## config.mk

```make
export PLATFORM = sky130hd
export DESIGN_NAME = qspi_flash_ctrl
export DESIGN_NICKNAME = d
export VERILOG_FILES = /design/src/rtl/qspi_pkg.sv /design/src/rtl/qspi_cfg_regs.sv /design/src/rtl/qspi_sck_engine.sv /design/src/rtl/qspi_flash_ctrl.sv
export SDC_FILE = /design/constraint.sdc
export NUM_CORES = 1
export LEC_CHECK = 0
export BUFFER_PORTS_ARGS = -buffer_cell sky130_fd_sc_hd__clkbuf_2
export CELL_PAD_IN_SITES_DETAIL_PLACEMENT = 2
export CELL_PAD_IN_SITES_GLOBAL_PLACEMENT = 2
export CORE_ASPECT_RATIO = 0.5
export CORE_MARGIN = 2
export CORE_UTILIZATION = 39
export CTS_CLUSTER_SIZE = 30
export DETAILED_ROUTE_END_ITERATION = 10
export PLACE_DENSITY = 0.84
export SYNTH_ARGS = -nofsm -noshare
export SYNTH_HDL_FRONTEND = slang
export SYNTH_SLANG_ARGS = --single-unit
```

## constraint.sdc

```tcl
create_clock -name clk -period 3.3 [get_ports clk]
set_input_delay 0.495 -clock clk [delete_from_list [all_inputs] [get_ports clk]]
set_output_delay 0.495 -clock clk [all_outputs]
set_load 0.1 [all_outputs]
```

## src/rtl/qspi_pkg.sv

```systemverilog
`timescale 1ns/1ps
package qspi_pkg;

  localparam int CFG_W = 18;

  // Field layout matches cfg_wdata bit positions (MSB first).
  typedef struct packed {
    logic [1:0] lanes;
    logic [3:0] half;
    logic [3:0] dummy;
    logic [7:0] opcode;
  } cfg_t;

  // Lanes carried per serial clock for a lane-mode code.
  function automatic int unsigned lane_width(logic [1:0] mode);
    case (mode)
      2'd0:    return 1;
      2'd1:    return 2;
      default: return 4;
    endcase
  endfunction

  // Serial clocks needed to move a number of bits in a lane mode.
  function automatic int unsigned phase_clks(int unsigned bits, logic [1:0] mode);
    return bits / lane_width(mode);
  endfunction

  // Half-period in system clocks, zero promoted to one.
  function automatic logic [3:0] eff_half(logic [3:0] h);
    return (h == 4'd0) ? 4'd1 : h;
  endfunction

  // Input bits gathered on one rising edge, right-aligned.
  function automatic logic [3:0] gather_in(logic [1:0] mode, logic [3:0] io);
    case (mode)
      2'd0:    return {3'b000, io[1]};
      2'd1:    return {2'b00, io[1:0]};
      default: return io;
    endcase
  endfunction

endpackage

```

## src/rtl/qspi_cfg_regs.sv

```systemverilog
`timescale 1ns/1ps
module qspi_cfg_regs
  import qspi_pkg::*;
#(
  parameter bit         DEFAULT_QUAD = 1'b0,
  parameter logic [3:0] DEFAULT_HALF = 4'd2
) (
  input  logic             clk,
  input  logic             rst_n,
  input  logic             cfg_we,
  input  logic [CFG_W-1:0] cfg_wdata,
  output cfg_t             cfg
);

  localparam cfg_t RESET_CFG = '{
    lanes:  DEFAULT_QUAD ? 2'd2 : 2'd0,
    half:   DEFAULT_HALF,
    dummy:  DEFAULT_QUAD ? 4'd6 : 4'd0,
    opcode: DEFAULT_QUAD ? 8'hEB : 8'h03
  };

  always_ff @(posedge clk or negedge rst_n) begin
    if (!rst_n)      cfg <= RESET_CFG;
    else if (cfg_we) cfg <= cfg_t'(cfg_wdata);
  end

endmodule

```

## src/rtl/qspi_sck_engine.sv

```systemverilog
`timescale 1ns/1ps
module qspi_sck_engine
  import qspi_pkg::*;
#(
  parameter int SR_W  = 32,
  parameter int CNT_W = 6
) (
  input  logic             clk,
  input  logic             rst_n,
  input  logic             load,
  input  logic [SR_W-1:0]  ld_tx,
  input  logic [CNT_W-1:0] ld_nclk,
  input  logic [1:0]       ld_lanes,
  input  logic             ld_oe,
  input  logic [3:0]       half,
  input  logic [3:0]       io_i,
  output logic             sck,
  output logic [3:0]       io_o,
  output logic [3:0]       io_oe,
  output logic [SR_W-1:0]  rx,
  output logic             phase_end
);

  logic [SR_W-1:0]  tx;
  logic [CNT_W-1:0] nclk;
  logic [1:0]       lanes;
  logic             oe;
  logic             active;
  logic [3:0]       div_cnt;
  logic             tick;

  assign tick      = active && (div_cnt == eff_half(half) - 4'd1);
  assign phase_end = tick && sck && (nclk == CNT_W'(1));

  always_ff @(posedge clk or negedge rst_n) begin
    if (!rst_n) begin
      tx <= '0; rx <= '0; nclk <= '0; lanes <= '0; oe <= 1'b0;
      active <= 1'b0; div_cnt <= '0; sck <= 1'b0;
    end else if (load) begin
      tx <= ld_tx; nclk <= ld_nclk; lanes <= ld_lanes; oe <= ld_oe;
      active <= 1'b1; div_cnt <= '0; sck <= 1'b0;
    end else if (active) begin
      if (!tick) begin
        div_cnt <= div_cnt + 4'd1;
      end else begin
        div_cnt <= '0;
        if (!sck) begin
          sck <= 1'b1;
          rx  <= (rx << lane_width(lanes)) | SR_W'(gather_in(lanes, io_i));
        end else begin
          sck  <= 1'b0;
          tx   <= tx << lane_width(lanes);
          nclk <= nclk - CNT_W'(1);
          if (nclk == CNT_W'(1)) active <= 1'b0;
        end
      end
    end
  end

  always_comb begin
    io_o  = '0;
    io_oe = '0;
    if (active) begin
      case (lanes)
        2'd0: begin
          io_o  = {2'b11, 1'b0, tx[SR_W-1]};
          io_oe = {2'b11, 1'b0, oe};
        end
        2'd1: begin
          io_o  = {2'b11, tx[SR_W-1 -: 2]};
          io_oe = {2'b11, oe, oe};
        end
        default: begin
          io_o  = tx[SR_W-1 -: 4];
          io_oe = {4{oe}};
        end
      endcase
    end
  end

  assert_data_still_high_R5: assert property (@(posedge clk) disable iff (!rst_n)
    (sck && $past(sck)) |-> $stable(io_o));

  assert_sck_rests_low_R5: assert property (@(posedge clk) disable iff (!rst_n)
    !active |-> !sck);

endmodule

```

## src/rtl/qspi_flash_ctrl.sv

```systemverilog
`timescale 1ns/1ps
module qspi_flash_ctrl
  import qspi_pkg::*;
#(
  parameter bit         DEFAULT_QUAD = 1'b0,
  parameter logic [3:0] DEFAULT_HALF = 4'd2,
  parameter int         ADDR_W       = 24,
  parameter int         DATA_BYTES   = 4
) (
  input  logic                    clk,
  input  logic                    rst_n,
  input  logic                    cfg_we,
  input  logic [CFG_W-1:0]        cfg_wdata,
  input  logic                    rd_req,
  input  logic [ADDR_W-1:0]       rd_addr,
  output logic                    rd_ready,
  output logic                    rd_valid,
  output logic [8*DATA_BYTES-1:0] rd_data,
  input  logic                    man_cs_en,
  input  logic                    man_wr,
  input  logic [7:0]              man_wdata,
  output logic                    man_done,
  output logic [7:0]              man_rdata,
  output logic                    busy,
  output logic                    flash_sck,
  output logic                    flash_cs_n,
  output logic [3:0]              flash_io_o,
  output logic [3:0]              flash_io_oe,
  input  logic [3:0]              flash_io_i
);

  localparam int DATA_W = 8 * DATA_BYTES;
  localparam int SR_W   = DATA_W;
  localparam int CNT_W  = $clog2(DATA_W + 1);

  typedef enum logic [2:0] {ST_IDLE, ST_OPC, ST_ADDR, ST_DUMMY, ST_DATA, ST_MAN} st_t;

  // Received stream is first-byte-high; the bus wants first byte lowest.
  function automatic logic [DATA_W-1:0] first_byte_low(logic [DATA_W-1:0] s);
    logic [DATA_W-1:0] o;
    for (int b = 0; b < DATA_BYTES; b++) o[8*b +: 8] = s[DATA_W-8-8*b +: 8];
    return o;
  endfunction

  cfg_t              cfg;
  st_t               state;
  logic [ADDR_W-1:0] addr_q;
  logic              pend_v;
  logic [7:0]        pend_byte;
  logic              take_pend, start_man, start_rd;
  logic              load, ld_oe, phase_end;
  logic [SR_W-1:0]   ld_tx, rx;
  logic [CNT_W-1:0]  ld_nclk;
  logic [1:0]        ld_lanes;

  qspi_cfg_regs #(.DEFAULT_QUAD(DEFAULT_QUAD), .DEFAULT_HALF(DEFAULT_HALF)) u_cfg (
    .clk(clk), .rst_n(rst_n), .cfg_we(cfg_we), .cfg_wdata(cfg_wdata), .cfg(cfg)
  );

  qspi_sck_engine #(.SR_W(SR_W), .CNT_W(CNT_W)) u_eng (
    .clk(clk), .rst_n(rst_n), .load(load), .ld_tx(ld_tx), .ld_nclk(ld_nclk),
    .ld_lanes(ld_lanes), .ld_oe(ld_oe), .half(cfg.half), .io_i(flash_io_i),
    .sck(flash_sck), .io_o(flash_io_o), .io_oe(flash_io_oe), .rx(rx),
    .phase_end(phase_end)
  );

  assign take_pend  = (state == ST_IDLE) && pend_v;
  assign start_man  = (state == ST_IDLE) && (pend_v || man_wr);
  assign rd_ready   = (state == ST_IDLE) && !man_cs_en && !pend_v && !man_wr;
  assign start_rd   = rd_req && rd_ready;
  assign busy       = (state != ST_IDLE) || pend_v;
  assign flash_cs_n = !((state != ST_IDLE) || man_cs_en);
  assign load       = start_man || start_rd ||
                      (phase_end && (state inside {ST_OPC, ST_ADDR, ST_DUMMY}));

  always_comb begin
    ld_tx    = '0;
    ld_nclk  = '0;
    ld_lanes = 2'd0;
    ld_oe    = 1'b0;
    case (state)
      ST_IDLE: begin
        ld_nclk = CNT_W'(8);
        ld_oe   = 1'b1;
        if (start_man) ld_tx = {(pend_v ? pend_byte : man_wdata), {(SR_W-8){1'b0}}};
        else           ld_tx = {cfg.opcode, {(SR_W-8){1'b0}}};
      end
      ST_OPC: begin
        ld_tx    = {addr_q, {(SR_W-ADDR_W){1'b0}}};
        ld_nclk  = CNT_W'(phase_clks(ADDR_W, cfg.lanes));
        ld_lanes = cfg.lanes;
        ld_oe    = 1'b1;
      end
      ST_ADDR: begin
        ld_lanes = cfg.lanes;
        ld_nclk  = (cfg.dummy != 4'd0) ? CNT_W'(cfg.dummy)
                                       : CNT_W'(phase_clks(DATA_W, cfg.lanes));
      end
      ST_DUMMY: begin
        ld_lanes = cfg.lanes;
        ld_nclk  = CNT_W'(phase_clks(DATA_W, cfg.lanes));
      end
      default: ;
    endcase
  end

  always_ff @(posedge clk or negedge rst_n) begin
    if (!rst_n) begin
      state <= ST_IDLE; addr_q <= '0; pend_v <= 1'b0; pend_byte <= '0;
      rd_valid <= 1'b0; rd_data <= '0; man_done <= 1'b0; man_rdata <= '0;
    end else begin
      rd_valid <= 1'b0;
      man_done <= 1'b0;
      if (take_pend) pend_v <= 1'b0;
      if (man_wr && !((state == ST_IDLE) && !pend_v)) begin
        pend_v    <= 1'b1;
        pend_byte <= man_wdata;
      end
      case (state)
        ST_IDLE: begin
          if (start_man) state <= ST_MAN;
          else if (start_rd) begin
            state  <= ST_OPC;
            addr_q <= rd_addr;
          end
        end
        ST_OPC:   if (phase_end) state <= ST_ADDR;
        ST_ADDR:  if (phase_end) state <= (cfg.dummy != 4'd0) ? ST_DUMMY : ST_DATA;
        ST_DUMMY: if (phase_end) state <= ST_DATA;
        ST_DATA: if (phase_end) begin
          state    <= ST_IDLE;
          rd_valid <= 1'b1;
          rd_data  <= first_byte_low(rx);
        end
        ST_MAN: if (phase_end) begin
          state     <= ST_IDLE;
          man_done  <= 1'b1;
          man_rdata <= rx[7:0];
        end
        default: state <= ST_IDLE;
      endcase
    end
  end

  assert_cs_follows_accept_R2: assert property (@(posedge clk) disable iff (!rst_n)
    (rd_req && rd_ready) |=> !flash_cs_n);

  assert_no_sck_deselected_R8: assert property (@(posedge clk) disable iff (!rst_n)
    flash_cs_n |-> !flash_sck);

  assert_dummy_lanes_free_R6: assert property (@(posedge clk) disable iff (!rst_n)
    (state == ST_DUMMY) |-> (flash_io_oe[1:0] == 2'b00));

  assert_single_completion_R7: assert property (@(posedge clk) disable iff (!rst_n)
    $onehot0({rd_valid, man_done}));

  assert_held_write_keeps_busy_R10: assert property (@(posedge clk) disable iff (!rst_n)
    (man_wr && (state != ST_IDLE)) |=> busy);

endmodule

```

==> metrics <==
clk sinks=approximately 180; ratio of cells with drive above 1 in the final layout=31.6%; drt pass-1 iters=4; critical path peak fanout=32; Final nets=993; Resize count post-CTS=0; Hold-fix buffers, CTS=0; fin worst setup slack=0.382 ns; setup total negative slack=0 ns; Layout Area Growth over Synthesis=16.2%; total I/O pin count=about 110; power per cell area=a little under 600 nW/um^2; clk_lat worst skew=~0.46 ns; Peak Freq=343 MHz; number of remaining DRC errors=0; Clock Skews=between 0.015 and 0.02 ns; total grt overflow=0; Critical Path RT=around 3.6 ns; detailed-routing wirelength on met1=around 12,000 um; R2R cell count=9; CP Cell Sequence=nor3_1, nor2_1, ha_1, xnor3_1, nand3_1, a211oi_2, and3_1, buf_12, mux2_1; Routed Antenna Nets=0; Buffers on Ports=113; sequential share of the synthesized area=47.7%; Core ar.=23,000 sq um; Post-Route WL=roughly 25,000 um; Max Cap Viol=0; n_diodes=0; final setup violating endpoints=0; fin util=about 46%; Final min period=between 2 and 3 ns; Fin. Hold Viols=0; Avg Inst Size Synth=11.2 sq um; element type at the critical path start=flip-flop; met3 WL=621 um; ys async rst share=100%; status=finished, final reports clean; Total GRT Usage=21.3%; vias per inst=roughly 5.4; Critical Path AT=roughly 3.2 ns; post-CTS setup buffer count=0; Die ar.=24,900 sq um; root buffer cell=clkbuf_16; r2r setup slk=between 0.3 and 0.4 ns; Yosys cell types=55; Critical Path End Type=flip-flop; WS Path Type=reg -> reg; Tot Pwr=between 6 and 7 mW; slowest CP cell=dfrtp_1; Yosys reg bits=around 180; worst-margin pin slew=0.923 ns; Final period util=88.4%; Worst R2R Start=u_cfg.cfg[15]; cell area after synthesis=a little over 9000 sq um; CTS buffer count=17; post-DR wirelength/cell=between 20 and 25 um; largest net degree at the start of global routing=87; RSZ-0062 raised after global routing=false; clock tree buffer depth=2; Worst-path clk slew=0.07 ns; worst hold path type=in -> async; CTS tree=yes; pre-CTS setup slack=approximately 0.40 ns; Main synth FF type=dfrtp_1; Die Y=approximately 110 um; met2 WL post-DR=about 13,000 um; H-tree Lvls=4; Lkg Pwr=4.79 nW; slew margin rel.=36.8%; crit-path max cell delay=between 0.4 and 0.5 ns; vias in the first global route=between 7,000 and 8,000; CP startpoint=u_cfg.cfg[15]; Synth Instances=823; RR Endpoint=rd_data[17]; WHS=approximately 0.11 ns; detailed placement HPWL=17,400 um; final slew viol count=0; Row Count=39; die width=between 200 and 250 um; Top Layer Used=met4; Yosys warnings=0; Final Wtd Congestion=between 0.8 and 0.9; first-pass GRT wire length=around 42,000 um; Starting Density=about two fifths; initial antenna violation count=0; maximum vdd ir drop=approximately 290 uV; Initial DRC Count=350; Synth Net Count=895; vias=6,737; EDFF count, synth=0
-- per-stage QoR --
stage | instances | area, sq um
2_1_floorplan | 823 | 9200
3_3_place_gp | 1209 | 10100
3_5_place_dp | 1209 | 10100
4_1_cts | 1240 | 10700
5_1_grt | 1240 | 10700
6_report | 1240 | 10700
-- cells in the mapped netlist (all sizes together) (2+ instances only) --
cell / count / area, sq um
buf: 24 / 143
xor2: 4 / 35.0
nor2: 33 / 124
mux2: 129 / 1460
nand2: 98 / 368
a22oi: 11 / 82.6
a31oi: 8 / 50.1
nor3: 6 / 35.0
o22ai: 3 / 18.8
a21oi: 17 / 96.4
nand2b: 5 / 31.3
mux2i: 125 / 1250
nor4: 3 / 18.8
nor2b: 2 / 12.5
dfstp: 3 / 78.8
a32o: 3 / 30.0
nor4b: 2 / 17.5
nand3b: 2 / 15.0
clkbuf: 29 / 109
xnor2: 2 / 17.5
dfrtp: 172 / 4300
a22o: 2 / 17.5
or3: 2 / 12.5
a211o: 2 / 17.5
ha: 12 / 150
inv: 17 / 63.8
and3: 3 / 18.8
o21ai: 74 / 374
nand3: 11 / 60.1
a2111oi: 4 / 35.0
-- area by class of cell --
cell class / instances / area (sq um)
Fill cell: 2343 / 12300
Multi-Input combinational cell: 578 / 4510
Sequential cell: 175 / 4390
Timing Repair Buffer: 132 / 790
Clock buffer: 27 / 513
Tap cell: 307 / 384
Inverter: 17 / 63.8
Clock inverter: 4 / 26.3
-- layer usage --
layer	GRT usage, %	up-vias
met5	0	-
met1	27.4	3501
met3	4.55	24
li1	-	3125
met2	36.5	87
met4	6.31	0
-- critical path: cells and delay by family, from the launching register on --
kind,cells,cell delay [ns]
AO/OA/AOI/OAI,1,0.41
XOR/XNOR,1,0.39
adder cells (fa/ha/maj),1,0.20
buffers and inverters,1,0.22
flip-flops,1,0.44
multiplexers,1,0.37
AND/OR/NAND/NOR,4,0.73
-- worst max path at each step --
stage | cells past startpoint | endpoint
final | 9 | rd_data[17]
after CTS | 9 | rd_data[17]
after global routing | 9 | rd_data[17]
after detailed placement | 9 | rd_data[12]
after floorplan | 3 | flash_io_oe[1]
after global placement | 9 | rd_data[18]
-- power breakdown --
| part | switching, mW | leakage (nW) | internal [mW] | total, mW |
|---|---|---|---|---|
| Clock | 0.849 | 0.264 | 1.06 | 1.91 |
| Sequential | 0.361 | 2.24 | 2.42 | 2.78 |
| Combinational | 0.919 | 2.29 | 0.594 | 1.51 |
| Total | 2.13 | 4.79 | 4.07 | 6.20 |
-- registers in the layout, indices dropped and copies added, names as in the netlist --
name,count
man_done,1
pend_byte,8
man_rdata,8
u_eng.oe,1
u_eng.tx,32
addr_q,24
u_eng.div_cnt,4
u_eng.sck,1
state,3
u_eng.rx,32
u_cfg.cfg,18
rd_valid,1
u_eng.active,1
pend_v,1
u_eng.nclk,6
rd_data,32
u_eng.lanes,2
-- kinds of logic (layout without fill, tap and decap cells) --
| logic type | after synthesis | after routing | share of synthesized area, % |
|---|---|---|---|
| simple gates | 173 | 173 | 8.28 |
| xor+xnor | 7 | 7 | 0.817 |
| flops | 175 | 175 | 47.7 |
| fa+ha+maj | 13 | 13 | 1.74 |
| compound gates | 131 | 131 | 8.54 |
| buf+inv | 70 | 180 | 3.43 |
| mux | 254 | 254 | 29.5 |
-- cell usage in the layout (no fill, tap or decap), drive strengths merged, types with 2 or more instances in the layout --
cell	netlist	layout
dfrtp	172	172
clkbuf	29	139
mux2	129	129
mux2i	125	125
nand2	98	98
o21ai	74	74
nor2	33	33
buf	24	20
inv	17	18
a21oi	17	17
ha	12	12
a22oi	11	11
nand3	11	11
a31oi	8	8
nor3	6	6
nand2b	5	5
xor2	4	4
a2111oi	4	4
and3	3	3
a32o	3	3
o22ai	3	3
dfstp	3	3
nor4	3	3
nor2b	2	2
or3	2	2
a22o	2	2
a211o	2	2
nand3b	2	2
nor4b	2	2
xnor2	2	2
clkinv	0	2
Note: power is estimated with default switching activity, not from simulation.
